===== src/rtl/lsmc_pkg.sv =====
package lsmc_pkg;

  typedef enum logic [1:0] {
    DISP_INPHASE = 2'b00,
    DISP_ALTOPP  = 2'b01,
    DISP_OPPZERO = 2'b10,
    DISP_SPARE   = 2'b11
  } dispMode_e;

  typedef struct packed {
    logic load;
    logic selInPhase;
    logic selAltOpp;
    logic selOppZero;
  } lsmcStrobe_t;

endpackage


===== src/rtl/lsmc_ctrl.sv =====
module lsmc_ctrl
  import lsmc_pkg::*;
#(
  parameter int BAND_STEPS = 16,
  parameter int PH_W       = $clog2(2 * BAND_STEPS),
  parameter int LVL_W      = $clog2(BAND_STEPS + 1)
) (
  input  logic              clk,
  input  logic              rst_n,
  input  logic              carrierTick,
  input  logic [1:0]        dispMode,
  output lsmcStrobe_t       strobe,
  output logic [LVL_W-1:0]  triLevel
);

  localparam logic [PH_W-1:0] PHASE_LAST = PH_W'(2 * BAND_STEPS - 1);
  localparam logic [PH_W:0]   TWO_BANDS  = (PH_W + 1)'(2 * BAND_STEPS);
  localparam logic [PH_W:0]   ONE_BAND   = (PH_W + 1)'(BAND_STEPS);

  logic [PH_W-1:0] phase;
  logic [PH_W:0]   phaseExt;
  logic [PH_W:0]   fallValue;
  dispMode_e       modeDec;

  always_ff @(posedge clk) begin
    if (!rst_n) begin
      phase <= '0;
    end else if (carrierTick) begin
      if (phase == PHASE_LAST) phase <= '0;
      else                     phase <= phase + 1'b1;
    end
  end

  always_comb begin
    phaseExt  = {1'b0, phase};
    fallValue = TWO_BANDS - phaseExt;
    if (phaseExt < ONE_BAND) triLevel = LVL_W'(phaseExt);
    else                     triLevel = LVL_W'(fallValue);
  end

  always_comb begin
    modeDec           = dispMode_e'(dispMode);
    strobe.load       = carrierTick;
    strobe.selAltOpp  = (modeDec == DISP_ALTOPP);
    strobe.selOppZero = (modeDec == DISP_OPPZERO);
    strobe.selInPhase = (modeDec == DISP_INPHASE) || (modeDec == DISP_SPARE);
  end

  AST_TRI_BOUND: assert property (@(posedge clk) disable iff (!rst_n)
    triLevel <= LVL_W'(BAND_STEPS));

  AST_TRI_STEP: assert property (@(posedge clk) disable iff (!rst_n)
    carrierTick |=> ((LVL_W'(triLevel - $past(triLevel)) == LVL_W'(1)) ||
                     (LVL_W'($past(triLevel) - triLevel) == LVL_W'(1))));

  AST_TRI_HOLD: assert property (@(posedge clk) disable iff (!rst_n)
    !carrierTick |=> $stable(triLevel));

endmodule


===== src/rtl/lsmc_gatemap.sv =====
module lsmc_gatemap #(
  parameter int NUM_CARRIERS = 6,
  parameter int GATE_W       = 2 * NUM_CARRIERS
) (
  input  logic [NUM_CARRIERS-1:0] pulseVec,
  input  logic                    asymSel,
  output logic [GATE_W-1:0]       gateVec
);

  localparam int CELLS = NUM_CARRIERS / 2;

  logic [GATE_W-1:0] symGates;
  logic [GATE_W-1:0] asymGates;

  for (genvar cellIdx = 1; cellIdx <= CELLS; cellIdx++) begin : g_cell
    localparam int TOP_BIT = cellIdx - 1;
    localparam int LOW_BIT = NUM_CARRIERS - cellIdx;
    localparam int BASE    = 4 * (cellIdx - 1);
    assign symGates[BASE + 0] =  pulseVec[TOP_BIT];
    assign symGates[BASE + 1] = ~pulseVec[TOP_BIT];
    assign symGates[BASE + 2] = ~pulseVec[LOW_BIT];
    assign symGates[BASE + 3] =  pulseVec[LOW_BIT];
  end

  if (NUM_CARRIERS == 6) begin : g_asym
    logic upperParity;
    logic lowerParity;
    assign upperParity   = pulseVec[0] ^ pulseVec[1] ^ pulseVec[2];
    assign lowerParity   = pulseVec[3] ^ pulseVec[4] ^ pulseVec[5];
    assign asymGates[0]  =  upperParity;
    assign asymGates[1]  = ~upperParity;
    assign asymGates[2]  =  lowerParity;
    assign asymGates[3]  = ~lowerParity;
    assign asymGates[4]  =  pulseVec[1];
    assign asymGates[5]  = ~pulseVec[1];
    assign asymGates[6]  =  pulseVec[4];
    assign asymGates[7]  = ~pulseVec[4];
    assign asymGates[GATE_W-1:8] = '0;
    assign gateVec = asymSel ? asymGates : symGates;
  end else begin : g_symonly
    assign asymGates = symGates;
    assign gateVec   = asymGates;
    logic unusedSel;
    assign unusedSel = asymSel;
  end

endmodule


===== src/rtl/lsmc_datapath.sv =====
module lsmc_datapath
  import lsmc_pkg::*;
#(
  parameter int NUM_CARRIERS = 6,
  parameter int BAND_STEPS   = 16,
  parameter int REF_W        = 8,
  parameter int LVL_W        = $clog2(BAND_STEPS + 1),
  parameter int GATE_W       = 2 * NUM_CARRIERS
) (
  input  logic                    clk,
  input  logic                    rst_n,
  input  lsmcStrobe_t             strobe,
  input  logic [LVL_W-1:0]        triLevel,
  input  logic [REF_W-1:0]        refSample,
  input  logic                    asymSel,
  output logic [NUM_CARRIERS-1:0] pulses,
  output logic [GATE_W-1:0]       gates
);

  localparam int HALF = NUM_CARRIERS / 2;

  logic signed [31:0]      refExt;
  logic signed [31:0]      triRise;
  logic signed [31:0]      triFall;
  logic [NUM_CARRIERS-1:0] pulseNext;
  logic [GATE_W-1:0]       gateNext;

  assign refExt  = {{(32 - REF_W){refSample[REF_W-1]}}, refSample};
  assign triRise = {{(32 - LVL_W){1'b0}}, triLevel};
  assign triFall = 32'(BAND_STEPS) - triRise;

  for (genvar j = 1; j <= NUM_CARRIERS; j++) begin : g_carrier
    localparam int  BAND_BASE = (HALF - j) * BAND_STEPS;
    localparam bit  IS_ODD    = ((j % 2) == 1);
    localparam bit  IS_LOWER  = (j > HALF);
    logic               flipTri;
    logic signed [31:0] carrierVal;
    assign flipTri    = !strobe.selInPhase &&
                        ((strobe.selAltOpp && IS_ODD) || (strobe.selOppZero && IS_LOWER));
    assign carrierVal = 32'(BAND_BASE) + (flipTri ? triFall : triRise);
    assign pulseNext[j-1] = (refExt > carrierVal);
  end

  lsmc_gatemap #(
    .NUM_CARRIERS(NUM_CARRIERS),
    .GATE_W      (GATE_W)
  ) i_gatemap (
    .pulseVec(pulseNext),
    .asymSel (asymSel),
    .gateVec (gateNext)
  );

  always_ff @(posedge clk) begin
    if (!rst_n) begin
      pulses <= '0;
      gates  <= '0;
    end else if (strobe.load) begin
      pulses <= pulseNext;
      gates  <= gateNext;
    end
  end

  AST_PULSE_HOLD: assert property (@(posedge clk) disable iff (!rst_n)
    !strobe.load |=> $stable(pulses));

  AST_GATE_HOLD: assert property (@(posedge clk) disable iff (!rst_n)
    !strobe.load |=> $stable(gates));

  AST_INPHASE_THERMO: assert property (@(posedge clk) disable iff (!rst_n)
    (strobe.load && strobe.selInPhase) |=>
      ((pulses[NUM_CARRIERS-2:0] & ~pulses[NUM_CARRIERS-1:1]) == '0));

  AST_SYM_LEG_PAIR: assert property (@(posedge clk) disable iff (!rst_n)
    (strobe.load && !asymSel) |=> (gates[0] == pulses[0]) && (gates[3] == pulses[NUM_CARRIERS-1]));

endmodule


===== src/rtl/lsmc_pwm_top.sv =====
module lsmc_pwm_top
  import lsmc_pkg::*;
#(
  parameter int NUM_LEVELS = 7,
  parameter int BAND_STEPS = 16,
  parameter int REF_W      = 8
) (
  input  logic                      clk,
  input  logic                      rst_n,
  input  logic                      carrierTick,
  input  logic [REF_W-1:0]          refSample,
  input  logic [1:0]                dispMode,
  input  logic                      asymSel,
  output logic [NUM_LEVELS-2:0]     pulses,
  output logic [2*(NUM_LEVELS-1)-1:0] gates
);

  localparam int NUM_CARRIERS = NUM_LEVELS - 1;
  localparam int GATE_W       = 2 * NUM_CARRIERS;
  localparam int PH_W         = $clog2(2 * BAND_STEPS);
  localparam int LVL_W        = $clog2(BAND_STEPS + 1);

  lsmcStrobe_t      strobe;
  logic [LVL_W-1:0] triLevel;

  lsmc_ctrl #(
    .BAND_STEPS(BAND_STEPS),
    .PH_W      (PH_W),
    .LVL_W     (LVL_W)
  ) i_ctrl (
    .clk        (clk),
    .rst_n      (rst_n),
    .carrierTick(carrierTick),
    .dispMode   (dispMode),
    .strobe     (strobe),
    .triLevel   (triLevel)
  );

  lsmc_datapath #(
    .NUM_CARRIERS(NUM_CARRIERS),
    .BAND_STEPS  (BAND_STEPS),
    .REF_W       (REF_W),
    .LVL_W       (LVL_W),
    .GATE_W      (GATE_W)
  ) i_datapath (
    .clk      (clk),
    .rst_n    (rst_n),
    .strobe   (strobe),
    .triLevel (triLevel),
    .refSample(refSample),
    .asymSel  (asymSel),
    .pulses   (pulses),
    .gates    (gates)
  );

  initial begin
    assert ((NUM_LEVELS % 2) == 1 && NUM_LEVELS >= 3)
      else $error("NUM_LEVELS must be odd and at least 3");
  end

endmodule


===== config.mk =====
export PLATFORM = sky130hd
export DESIGN_NAME = lsmc_pwm_top
export DESIGN_NICKNAME = d
export VERILOG_FILES = /design/src/rtl/lsmc_pkg.sv /design/src/rtl/lsmc_ctrl.sv /design/src/rtl/lsmc_gatemap.sv /design/src/rtl/lsmc_datapath.sv /design/src/rtl/lsmc_pwm_top.sv
export SDC_FILE = /design/constraint.sdc
export NUM_CORES = 1
export LEC_CHECK = 0
export BUFFER_PORTS_ARGS = -buffer_cell sky130_fd_sc_hd__buf_2
export CAP_MARGIN = 20
export CORE_UTILIZATION = 54
export CTS_CLUSTER_DIAMETER = 120
export DETAILED_ROUTE_END_ITERATION = 10
export PLACE_DENSITY = 0.74
export SLEW_MARGIN = 20
export SYNTH_ARGS = -nofsm -noshare
export SYNTH_HDL_FRONTEND = slang
export SYNTH_HIERARCHICAL = 1
export SYNTH_SLANG_ARGS = --single-unit

===== constraint.sdc =====
create_clock -name clk -period 7.05 [get_ports clk]
set_input_delay 0.705 -clock clk [delete_from_list [all_inputs] [get_ports clk]]
set_output_delay 0.705 -clock clk [all_outputs]
set_load 0.01 [all_outputs]

* Word-level counts from Yosys, hierarchy flattened
Cells that the tools add are included.
** Word-level totals
- Latch bits :: 0
- Word-level logic and storage cells :: 47
- RAM bits :: 0
- Register bits :: 23
- Memories :: 0
- Input bits :: 14
- Memory bits (read-only) :: 0
** Operators by class
- Eq/ne operators :: 4
- Multiplexer cells :: 6
- Reductions and logical operators :: 7
- $mul :: 0
- Shift operators :: 0
- $lt $le $gt $ge :: 7
- Bitwise operators :: 12
- Divide/modulo/power cells :: 0
- $add $sub $neg :: 8
** Operators with widths (number)
- 8-bit by 32-bit > comparator with 1-bit output :: 5
- 32-bit 2-to-1 mux :: 3
- 7-bit by 32-bit adder with 32-bit output, first input constant :: 2
- 5-bit by 32-bit adder with 32-bit output, first input constant :: 1
- 6-bit by 32-bit adder with 32-bit output, first input constant :: 1
- 12-bit 2-to-1 mux :: 1
- 5-bit 2-to-1 mux :: 2
- 8-bit by 7-bit > comparator with 1-bit output :: 1
- 1-bit inverter :: 8
- 5-bit by 5-bit adder with 6-bit output, first input constant :: 1
- 5-bit by 5-bit subtractor with 6-bit output, first input constant :: 1
- 5-bit by 1-bit adder with 5-bit output, second input constant :: 1
- 5-bit == test, second input constant :: 1
- 5-bit < comparator, second input constant :: 1
- 1-bit by 5-bit subtractor with 5-bit output, first input constant :: 1
- 2-bit == test, second input constant :: 2
- 1-bit XOR :: 4
- 1-bit logical AND :: 3
- 2-bit by 1-bit == test with 1-bit output, second input constant :: 1
- 2-bit logical NOT :: 1
- 1-bit logical OR :: 2
- 1-bit logical NOT :: 1

* Logic depth before layout (Yosys ltp)
Gate-level depths: netlist of run 1.
- Depth after elaboration :: 11
- Mapped depth :: 21
- Depth with buffers taken out :: 20

* Modules after synthesis
The synthesis of run 1 kept the hierarchy.
** Modules (own cells, without submodules)
- lsmc_datapath :: seq. area each 360.3 µm², instances 1, area an instance 1760.4 µm², cells an instance 208
- lsmc_ctrl :: seq. area each 100.1 µm², instances 1, area an instance 385.4 µm², cells an instance 44
- lsmc_gatemap :: seq. area each 0.0 µm², instances 1, area an instance 103.8 µm², cells an instance 16

* Worst setup path after synthesis of run 1
Ideal clock, no wire load.
- Path kind :: register -> register
- Start point :: reg i_ctrl.phase[0]
- End point :: reg i_datapath.gates[2]
- Slack :: 3.234 ns
- Clock period less this slack :: 3.816 ns
- Library setup time :: 0.116 ns
- Stages on the path, launching flop included :: 20
- Data arrival time :: 3.700 ns
- Path buffers :: 0
- Cell sequence :: dfxtp_1 > inv_1 > ha_1 > nor4bb_1 > inv_1 > a31oi_1 > nand2_1 > inv_1 > ha_1 > ha_1 > nand2_1 > a21oi_2 > a21boi_2 > o21ai_1 > a311oi_1 > xnor2_1 > nand2_1 > xor2_1 > mux2i_1 > nor2b_1
** Between the ends
- Cells in the longest elaborated chain, start to end :: 9
- Elaborated cells between the ends (all ways) :: 16
** RTL lines
- start: declaration :: line lsmc_ctrl.sv:20 : logic [PH_W-1:0] phase;
- start signal: assignment :: line lsmc_ctrl.sv:30 : else phase <= phase + 1'b1;
- 1-bit by 5-bit subtractor with 5-bit output / 5-bit < comparator (equally long branches) :: line lsmc_ctrl.sv:36, lsmc_ctrl.sv:37
- 5-bit 2-to-1 mux (*) :: line lsmc_ctrl.sv:37 : if (phaseExt < ONE_BAND) triLevel = LVL_W'(phaseExt);
- via triLevel[4] :: line lsmc_pwm_top.sv:24 : logic [LVL_W-1:0] triLevel;
- 5-bit by 5-bit subtractor with 6-bit output :: line lsmc_datapath.sv:30 : assign triFall = 32'(BAND_STEPS) - triRise;
- 32-bit 2-to-1 mux (*) :: line lsmc_datapath.sv:40 : assign carrierVal = 32'(BAND_BASE) + (flipTri ? triFall : triRise);
- 5-bit by 32-bit adder with 32-bit output (*) :: line lsmc_datapath.sv:40
- 8-bit by 32-bit > comparator with 1-bit output (*) :: line lsmc_datapath.sv:41 : assign pulseNext[j-1] = (refExt > carrierVal);
- via i_datapath.pulseNext[3] :: line lsmc_datapath.sv:25 : logic [NUM_CARRIERS-1:0] pulseNext;
- 1-bit XOR (*) (2 in series) :: line lsmc_gatemap.sv:29 : assign lowerParity = pulseVec[3] ^ pulseVec[4] ^ pulseVec[5];
- 12-bit 2-to-1 mux (*) :: line lsmc_gatemap.sv:39 : assign gateVec = asymSel ? asymGates : symGates;
- via i_datapath.gateNext[2] :: line lsmc_datapath.sv:26 : logic [GATE_W-1:0] gateNext;
- end signal: assignment :: line lsmc_datapath.sv:59 : gates <= gateNext;
- end: declaration :: line lsmc_datapath.sv:17 : output logic [GATE_W-1:0] gates
The timed path passes the listed nets; every way through them passes the cells marked *.
A chain may end at the register's enable or synchronous reset.

* Final worst setup path of run 1
Ends and elaborated chain as after synthesis.

==> results of run 1 <==
## routing by layer
layer / global-route usage / up-vias / wire [µm]
met2: 0.409 / 32 / 2160
met5: 0 / - / 0
li1: - / 994 / -
met4: 0.0585 / 0 / 70
met3: 0.0462 / 6 / 133
met1: 0.271 / 895 / 2200
## critical path, cell delays in order (launching register included)
cell and delay, ns:
dfxtp_1 0.50, inv_1 0.08, ha_1 0.21, nand2b_1 0.15, xnor2_1 0.57, nor2_1 0.17
a31oi_1 0.31, nand2_1 0.18, inv_1 0.11, ha_1 0.24, ha_1 0.30, nand2_1 0.06
a21oi_2 0.14, a21boi_2 0.17, o21ai_1 0.09, a311oi_1 0.43, xnor2_1 0.17, nand2_1 0.11
xor2_1 0.16, mux2i_1 0.13, nor2b_1 0.06
## cell usage after synthesis (all sizes together) (4+ instances only)
cell type	instances	area, µm²
a21oi	11	58.8
buf	6	50.0
clkbuf	5	18.8
dfxtp	23	460
ha	39	488
inv	18	67.6
mux2i	15	150
nand2	18	67.6
nand3b	6	45.0
nand4	4	25.0
nor2	18	67.6
nor2b	25	156
o21ai	11	55.1
xnor2	16	140
## layout by cell type, fill, tap and decap left out, drive strengths merged, types with 2 or more instances in the layout
master,instances
o21a,3
a211o,2
mux2i,15
and2,2
a41oi,2
nor2,18
xnor2,16
o211ai,2
nand4,4
nor3,3
nand2,18
o22ai,3
dfxtp,23
nand3,3
nand3b,6
a31oi,3
a21boi,2
nor2b,25
xor2,3
clkbuf,4
a21oi,11
o31ai,2
ha,39
nor4bb,2
inv,18
buf,31
o21ai,11
nand2b,3
nor3b,3
## logic make-up after synthesis
kind of cell             Yosys count
AND/OR/NAND/NOR                   93
AO/OA/AOI/OAI                     50
adder cells (fa/ha/maj)           39
buffers and inverters             29
flip-flops                        23
XOR/XNOR                          19
multiplexers                      15
## power groups by stage
stage	registers, mW	logic (mW)	clock network, mW
2_1_floorplan	0.151	0.0808	0
3_3_place_gp	0.147	0.113	0
3_5_place_dp	0.147	0.115	0
4_1_cts	0.144	0.115	0.0832
5_1_grt	0.145	0.130	0.0887
6_report	0.144	0.114	0.0793
## metrics by stage
stage	hold WS [ns]	total power, mW
after floorplan	0.498	0.232
after global placement	0.473	0.260
after detailed placement	0.465	0.262
after CTS	0.486	0.342
after global routing	0.516	0.364
final	0.481	0.338
## flip-flops by register name (all words and copies together), names as in the netlist
name	cells
i_datapath/gates	12
i_datapath/pulses	6
i_ctrl/phase	5
## area by class of cell
type	count	share of cell area
multi-input cells	216	0.677
well taps	50	0.0255
inverters	18	0.0276
repair buffers	31	0.0633
clock buffers	4	0.0184
flip-flops and latches	23	0.188
## worst max path at each step
stage	from	end	slack [ns]	cells past startpoint
after detailed placement	i_ctrl/phase[0]$_SDFFE_PN0P_	i_datapath/gates[2]$_SDFFE_PN0P_	2.52	19
after CTS	i_ctrl/phase[0]$_SDFFE_PN0P_	i_datapath/gates[2]$_SDFFE_PN0P_	2.52	19
final	i_ctrl/phase[0]$_SDFFE_PN0P_	i_datapath/gates[2]$_SDFFE_PN0P_	2.60	20
after global routing	i_ctrl/phase[0]$_SDFFE_PN0P_	i_datapath/gates[3]$_SDFFE_PN0P_	2.28	20
after global placement	i_ctrl/phase[0]$_SDFFE_PN0P_	i_datapath/gates[2]$_SDFFE_PN0P_	2.56	19
after floorplan	i_ctrl/phase[0]$_SDFFE_PN0P_	i_datapath/gates[2]$_SDFFE_PN0P_	3.23	19
==> run_results.csv, run 1 <==
group,metric,value,unit
layout,final.fill_count,371,
clocking,hold_buffers,0,
logic_synthesis,syn_inst,268,
pwr,p_int,231,µW
logic_synthesis,synth_seq_cells,23,
logic_synthesis,synth_mux_area_frac,0.0667,
place,port_buffers,31,
routing,via_per_inst,5.63,
clocking,clockBufferDepth,2,
layout,antenna_cells,0,
grt,track_usage,0.228,
layout,multiInputGateArea,1660,µm²
sta,rsz0062_at_grt,"false",
layout,final_util,0.612,
floorplan,die_w,66.5,µm
worst_setup_path,rr_worst_depth,20,
grt,grt_pass1_wl,7760,µm
floorplan,die_y,66.5,µm
routing,drt_iter0_drc,83,
layout,fin_cells,342,
worst_setup_path,crit_fanout,10,
pwr,pwr-share-comb,0.339,
pwr,p_switching,107,µW
clocking,clk_pin_slew,0.07,ns
logic_synthesis,synth_nets,321,
sta,worst_pin_slew,0.720,ns
clocking,postCtsSetupBuffers,0,
logic_synthesis,synth_edf_count,0,
routing,post_drt_wl_per_cell,13.3,µm
logic_synthesis,yosysSeqAreaShare,0.205,
sta,tns,0,ns
logic_synthesis,synthAdderAreaFrac,0.217,
status,outcome,"complete, no violations",
logic_synthesis,yosys_warnings,6,
sta,relSlewSlack,0.513,
sta,fmax,225,MHz
worst_setup_path,cp-end-kind,"register",
place,post_dp_cell_area,2400,µm²
worst_setup_path,critPathLaunchType,"register",
min_path,hold_end,"i_datapath/pulses[3]$_SDFFE_PN0P_",
worst_setup_path,rr_startpoint,"i_ctrl/phase[0]$_SDFFE_PN0P_",
sta,finalCritPeriodShare,0.632,
pwr,ir_drop,0.000112,V
place,numPlacedInstances,338,
clocking,h-tree-depth,1,
sta,fin_skew,0.00113,ns
logic_synthesis,synthArstFlopShare,0,
logic_synthesis,yosys.area_share.simple,0.229,
routing,drc_errors,0,
worst_setup_path,cp.required,7.21,ns
worst_setup_path,path_class,"register to register",
min_path,hold_depth,2,
floorplan,ioPinCount,32,
pwr,p_clk_frac,0.235,
clocking,clkLatencyLatePin,0.26,ns
logic_synthesis,synth_xor_area_frac,0.0740,
clocking,clock_sinks,23,
place,post-place-ws,2.52,ns
floorplan,dieArea,4430,µm²
layout,regArea,460,µm²
routing,vias,1927,
grt,antenna_found_initial,0,
pwr,swShare,0.316,
logic_synthesis,ys.flop_type,"dfxtp_1",
grt,grt_start_max_net_pins,30,
routing,drtAntennaViolNets,0,
floorplan,core,4000,µm²
pwr,p_leak,1.12,nW
place,dp_hpwl,3660,µm
sta,setup_ws,2.60,ns
logic_synthesis,synth_compound_area_frac,0.148,
layout,area_delta_synth_final,8.90,%
sta,finalCriticalPeriod,4.45,ns
logic_synthesis,synth_top_family_by_area,"simple AND/OR/NAND/NOR gates",
pwr,seqPwrFrac,0.427,
sta,setup_violations,0,
grt,grt_overflow,0,
logic_synthesis,syn_area,2250,µm²
clocking,cts_resized,0,
sta,finalMaxSlewViolations,0,
worst_setup_path,arrival,4.61,ns
clocking,cts_root_buffer,"clkbuf_8",
grt,grt_pass1_vias,1816,
min_path,min_path_type,"register to register",
logic_synthesis,avgSynthCellArea,8.39,µm²
floorplan,num_rows,23,
clocking,cts_inserted_buffers,3,
layout,nNetsFinal,346,
worst_setup_path,r2r_end,"i_datapath/gates[2]$_SDFFE_PN0P_",
logic_synthesis,synthDistinctLibCells,50,
layout,layout-drive-gt1-share,0.134,
flow_run,cap_violations,0,
sta,final-hold-violation-count,0,
routing,wl,4560,µm
floorplan,initial_utilization,0.562,
clocking,cts_tree,"built",
place,gp_congestion,0.887,
worst_setup_path,rrSetupSlack,2.60,ns
layout,fin_area,2450,µm²
routing,drtPass1Iterations,4,
min_path,worst_hold_startpoint,"i_datapath/pulses[3]$_SDFFE_PN0P_",
pwr,power_density,138,nW/µm²
No activity file was read; power rests on OpenSTA's default activity.
==> run 2: changes to the inputs <==
Settings changed: CORE_UTILIZATION 54 to 52.
Clock period 7.05 ns to 3.7 ns, I/O delays scaled along.
==> run 2 against run 1 <==
Effect of this change:
- combinational power increased by 120%
- critical path depth decreased by 3
- non-clock buffer count increased by 16
- critical endpoint is now i_datapath/gates[1]$_SDFFE_PN0P_
- critical path type unchanged
- setup slack got worse by 2.4 ns
- register-to-register slack got worse by 2.4 ns
- clock power increased by 93%
- largest power group unchanged
- sequential power increased by 90%
- global-route usage decreased by 0.23 points
- largest cell class unchanged
- flip-flop and latch count unchanged
- utilization increased by 4.6 points
- design area increased by 9.9%
==> run_results.csv, run 2 (synthesized netlist as in run 1, its figures left out) <==
group,metric,value,unit
place,dp_hpwl,3880,µm
flow_run,cap_violations,0,
pwr,ir_drop,0.000210,V
sta,hold_ws,0.497,ns
worst_setup_path,cp_slowest_cell,"ha_1",
grt,track_usage,0.225,
pwr,p_int,457,µW
worst_setup_path,crit_fanout,5,
min_path,hold_depth,2,
clocking,cts_root_buffer,"clkbuf_8",
floorplan,core,4090,µm²
worst_setup_path,crit_path_cell_trace,"inv_1, ha_1, nand2b_4, xnor2_2, nor2_4, a31oi_4, buf_4, nand3b_1, ha_1, a21o_1, a211oi_1, nor2_1, xor2_1, nand2_1, xor2_1, mux2i_1, nor2b_1",
routing,wl,5070,µm
pwr,swShare,0.322,
sta,setup_violations,0,
worst_setup_path,critPathLaunchType,"register",
pwr,total_power,673,µW
status,outcome,"complete, no violations",
floorplan,ioPinCount,32,
grt,antenna_found_initial,0,
min_path,min_path_type,"register to register",
grt,grt_pass1_vias,1844,
place,numPlacedInstances,351,
clocking,clk_pin_slew,0.08,ns
layout,most-common-layout-cells,"37 x ha_1, 31 x buf_2, 25 x nor2b_1, 20 x dfxtp_1, 18 x nand2_1",
floorplan,dieArea,4590,µm²
worst_setup_path,cpPeakStageDelay,0.41,ns
worst_setup_path,path_class,"register to register",
floorplan,die_w,67.8,µm
worst_setup_path,rr_startpoint,"i_ctrl/phase[1]$_SDFFE_PN0P_",
worst_setup_path,rrSetupSlack,0.23,ns
floorplan,num_rows,23,
place,gp_congestion,0.959,
worst_setup_path,cp-end-kind,"register",
pwr,p_clk_frac,0.227,
clocking,cts_inserted_buffers,3,
layout,nNetsFinal,362,
worst_setup_path,rr_worst_depth,17,
worst_setup_path,critPathBufInv,2,
clocking,hold_buffers,0,
layout,final.fill_count,356,
pwr,pwr-share-comb,0.367,
layout,fin_area,2690,µm²
routing,drtPass1Iterations,4,
routing,drt_iter0_drc,61,
worst_setup_path,arrival,3.63,ns
layout,area_delta_synth_final,19.6,%
sta,fin_skew,0.00171,ns
routing,via_per_inst,5.58,
sta,fmax,288,MHz
worst_setup_path,crit_family,"compound AO/OA/AOI/OAI gates",
min_path,worst_hold_startpoint,"i_datapath/pulses[3]$_SDFFE_PN0P_",
grt,grt_pass1_wl,7900,µm
clocking,clock_sinks,23,
routing,drtAntennaViolNets,0,
routing,post_drt_wl_per_cell,14.2,µm
pwr,seqPwrFrac,0.406,
clocking,clkLatencyLatePin,0.26,ns
pwr,power_density,250,nW/µm²
layout,largest_reg_flops,12,
grt,grt_start_max_net_pins,30,
routing,drc_errors,0,
place,port_buffers,31,
layout,largest_register,"i_datapath/gates",
layout,final_common_cell,"ha_1",
worst_setup_path,cp.required,3.85,ns
sta,finalCriticalPeriod,3.47,ns
place,post_dp_cell_area,2520,µm²
worst_setup_path,r2r_end,"i_datapath/gates[1]$_SDFFE_PN0P_",
floorplan,initial_utilization,0.551,
min_path,hold_end,"i_datapath/pulses[3]$_SDFFE_PN0P_",
sta,finalMaxSlewViolations,0,
layout,fin_cells,358,
layout,reg.largest.list,"i_datapath/gates (12), i_datapath/pulses (6), i_ctrl/phase (5)",
layout,layout-drive-gt1-share,0.231,
sta,final-hold-violation-count,0,
floorplan,die_y,67.8,µm
layout,antenna_cells,0,
sta,worst_pin_slew,0.598,ns
clocking,h-tree-depth,1,
sta,finalCritPeriodShare,0.939,
routing,vias,1998,
pwr,p_leak,1.24,nW
pwr,p_switching,217,µW
sta,relSlewSlack,0.601,
clocking,cts_tree,"built",
grt,grt_overflow,0,
clocking,clockBufferDepth,2,
==> run 2: changes by cell type in the layout (fill, tap and decap cells not counted), sizes merged <==
cell,previous run,this run
buf,31,47
==> run 2: power by group through the flow <==
stage                     logic [mW]  registers, mW  clock network [mW]
after floorplan                0.156          0.287                   0
after global placement         0.226          0.279                   0
after detailed placement       0.231          0.279                   0
after CTS                      0.235          0.273               0.158
after global routing           0.277          0.276               0.166
final                          0.247          0.273               0.153
==> run 2: cell type report <==
| class | count | area [µm²] | share of cell area |
|---|---|---|---|
| multi-input combinational | 216 | 1780 | 0.660 |
| sequential | 23 | 464 | 0.172 |
| timing repair buffer | 47 | 275 | 0.102 |
| inverter | 18 | 67.6 | 0.0251 |
| tap | 50 | 62.6 | 0.0232 |
| clock buffer | 4 | 45.0 | 0.0167 |
==> run 2: worst reg2reg max path, cell delays in order (launching register included) <==
cell      delay, ns
dfxtp_2        0.35
inv_1          0.08
ha_1           0.20
nand2b_4       0.15
xnor2_2        0.23
nor2_4         0.08
a31oi_4        0.20
buf_4          0.13
nand3b_1       0.20
ha_1           0.41
a21o_1         0.20
a211oi_1       0.35
nor2_1         0.15
xor2_1         0.17
nand2_1        0.10
xor2_1         0.15
mux2i_1        0.15
nor2b_1        0.06
==> run 2: how the worst max path moves through the flow <==
stage | from | to | slack [ns] | depth (start not counted)
detailed placement | i_ctrl/phase[1]$_SDFFE_PN0P_ | i_datapath/gates[2]$_SDFFE_PN0P_ | -0.01 | 18
global placement | i_ctrl/phase[1]$_SDFFE_PN0P_ | i_datapath/gates[2]$_SDFFE_PN0P_ | 0.13 | 19
finish | i_ctrl/phase[1]$_SDFFE_PN0P_ | i_datapath/gates[1]$_SDFFE_PN0P_ | 0.23 | 17
global route | i_ctrl/phase[1]$_SDFFE_PN0P_ | i_datapath/gates[1]$_SDFFE_PN0P_ | -0.02 | 16
floorplan | i_ctrl/phase[0]$_SDFFE_PN0P_ | i_datapath/gates[2]$_SDFFE_PN0P_ | 0.03 | 21
CTS | i_ctrl/phase[1]$_SDFFE_PN0P_ | i_datapath/gates[2]$_SDFFE_PN0P_ | 0.01 | 18
==> run 2: routing by layer <==
metal | GRT usage | wire length, µm
met1 | 0.275 | 2330
met2 | 0.412 | 2540
met3 | 0.0422 | 130
met4 | 0.0339 | 60
met5 | 0 | 0
==> run 2: timing repair <==
action,4_1_cts,5_1_grt
gates resized for setup,0,21
endpoints found under the setup margin,2,5
hold endpoints to repair,0,0
gates cloned,0,0
setup buffers,2,1
pin swaps,2,8
==> run 2: metrics by stage <==
step	util	setup slack (ns)	setup TNS, ns
floorplan	-	0.0326	0
global placement	0.616	0.133	0
detailed placement	0.616	-0.0116	-0.0116
CTS	0.630	0.0121	0
global route	0.659	-0.0159	-0.0301
finish	0.659	0.226	0
==> run 3: changes to the inputs <==
Settings changed: CORE_UTILIZATION 52 to 54.
Clock period 3.7 ns to 3.2 ns, I/O delays scaled along.
==> run 3 against run 2 <==
Effect of this change:
- the flow now finishes with violations (setup timing)
- hold slack lost 0.023 ns
- clock skew grew 0.0038 ns
- flip-flop and latch count is the same
- power grew 24%
- clock power grew 18%
- cell count grew 6.7%
- utilization grew 9.2 points
- fmax grew 5.2%
- critical path type unchanged
- largest cell class unchanged
- largest power group is now combinational logic
==> run_results.csv, run 3 (synthesized netlist as in run 1, its figures left out) <==
group,metric,value,unit
place,port_buffers,31,
sta,finalCritPeriodShare,1.03,
clocking,cts_root_buffer,"clkbuf_8",
sta,finalMaxSlewViolations,0,
worst_setup_path,cp-end-kind,"register",
routing,drc_errors,0,
routing,wl_met3,188,µm
clocking,cts_inserted_buffers,3,
layout,final.fill_count,290,
grt,grt_pass1_vias,2013,
routing,post_drt_wl_per_cell,14.2,µm
min_path,min_path_type,"input pin to register",
routing,via_per_inst,5.49,
sta,setup_violations,4,
sta,setup_ws,-0.102,ns
sta,fmax,303,MHz
grt,grt_start_max_net_pins,30,
layout,area_delta_synth_final,33.5,%
clocking,clk_pin_slew,0.08,ns
pwr,power_density,277,nW/µm²
floorplan,num_rows,23,
status,outcome,"finished with violations",
sta,hold_ws,0.474,ns
layout,most-common-layout-cells,"40 x buf_4, 32 x ha_1, 31 x buf_2, 25 x nor2b_1, 19 x dfxtp_1",
sta,finalCriticalPeriod,3.30,ns
routing,drtAntennaViolNets,0,
sta,fin_skew,0.00547,ns
place,gp_congestion,0.869,
grt,antenna_found_initial,0,
grt,track_usage,0.249,
clocking,clkLatencyLatePin,0.27,ns
routing,drt_iter0_drc,97,
flow_run,cap_violations,0,
sta,worst_pin_slew,0.630,ns
layout,multiInputGateArea,1900,µm²
worst_setup_path,cp.required,3.37,ns
sta,rsz0062_at_grt,"true",
floorplan,die_y,66.5,µm
pwr,ir_drop,0.000209,V
sta,final-hold-violation-count,0,
worst_setup_path,path_class,"register to register",
routing,wl,5420,µm
worst_setup_path,crit_fanout,3,
layout,nNetsFinal,386,
worst_setup_path,arrival,3.47,ns
worst_setup_path,critPathLaunchType,"register",
layout,reg.largest.list,"i_datapath/gates (12), i_datapath/pulses (6), i_ctrl/phase (5)",
routing,top_layer_used,"met4",
routing,vias,2098,
routing,drtPass1Iterations,4,
floorplan,ioPinCount,32,
place,dp_hpwl,4090,µm
pwr,p_leak,1.38,nW
status,failed_checks,"setup timing",
floorplan,initial_utilization,0.562,
grt,grt_overflow,0,
layout,antenna_cells,0,
layout,regArea,468,µm²
routing,drt-met1-wl,2400,µm
sta,relSlewSlack,0.580,
clocking,cts_tree,"built",
floorplan,dieArea,4430,µm²
floorplan,core,4000,µm²
grt,grt_pass1_wl,8560,µm
layout,largest_register,"i_datapath/gates",
layout,final_common_cell,"buf_4",
clocking,h-tree-depth,1,
clocking,hold_buffers,0,
routing,wl_met2,2790,µm
layout,largest_reg_flops,12,
floorplan,die_w,66.5,µm
clocking,clock_sinks,23,
layout,final_util,0.751,
layout,layout-drive-gt1-share,0.343,
clocking,clockBufferDepth,2,
[run 3: what timing repair did]
item,in CTS,in global routing
gates resized for setup,12,13
buffers inserted,4,3
pin swaps,10,13
endpoints found under the setup margin,5,10
[run 3: cell type report]
class	count	share of cell area
Tap cell	50	0.0208
Inverter	18	0.0233
Sequential cell	23	0.156
Clock buffer	3	0.0137
Timing Repair Buffer	71	0.152
Multi-Input combinational cell	216	0.633
Clock inverter	1	0.00167
[run 3: power by group]
group | internal [mW] | switching [mW]
clock network | 0.0869 | 0.0932
logic | 0.166 | 0.169
registers | 0.306 | 0.0109
total | 0.559 | 0.273
[run 3: metrics by stage]
stage	setup WS (ns)	cell area, µm²	total power, mW	instances	TNS, ns
floorplan	-0.143	2360	0.524	268	-0.250
global placement	-0.0618	2770	0.620	373	-0.125
detailed placement	-0.205	2770	0.628	373	-0.591
CTS	-0.146	2920	0.822	379	-0.334
global route	-0.255	3000	0.886	382	-0.902
finish	-0.102	3000	0.832	382	-0.250
[run 3: final timing paths]
path,end,slack (ns),from,cells after the start
setup / recovery,i_datapath/gates[2]$_SDFFE_PN0P_,-0.10,i_ctrl/phase[0]$_SDFFE_PN0P_,18
setup reg to reg,i_datapath/gates[2]$_SDFFE_PN0P_,-0.10,i_ctrl/phase[0]$_SDFFE_PN0P_,18
hold reg to reg,i_datapath/pulses[0]$_SDFFE_PN0P_,0.50,i_datapath/pulses[0]$_SDFFE_PN0P_,2
hold / removal,i_datapath/pulses[4]$_SDFFE_PN0P_,0.47,refSample[7],2
[run 3: critical path, cell delays in order, from the launching register on]
cell,delay (ns)
dfxtp_4,0.38
inv_4,0.04
ha_4,0.15
nand2b_4,0.15
xnor2_4,0.14
nor2_4,0.13
nand3_2,0.10
xnor2_2,0.22
ha_2,0.23
or3b_4,0.41
a21oi_4,0.15
a21boi_2,0.18
o21ai_2,0.07
a311oi_2,0.24
xnor2_1,0.15
nand2_1,0.11
xor2_1,0.16
mux2i_1,0.14
nor2b_1,0.06
[run 3: per-layer routing]
| layer | GRT usage | vias to the layer above |
|---|---|---|
| met3 | 0.0497 | 6 |
| li1 | - | 1080 |
| met1 | 0.293 | 971 |
| met2 | 0.448 | 41 |
| met5 | 0 | - |
| met4 | 0.0718 | 0 |
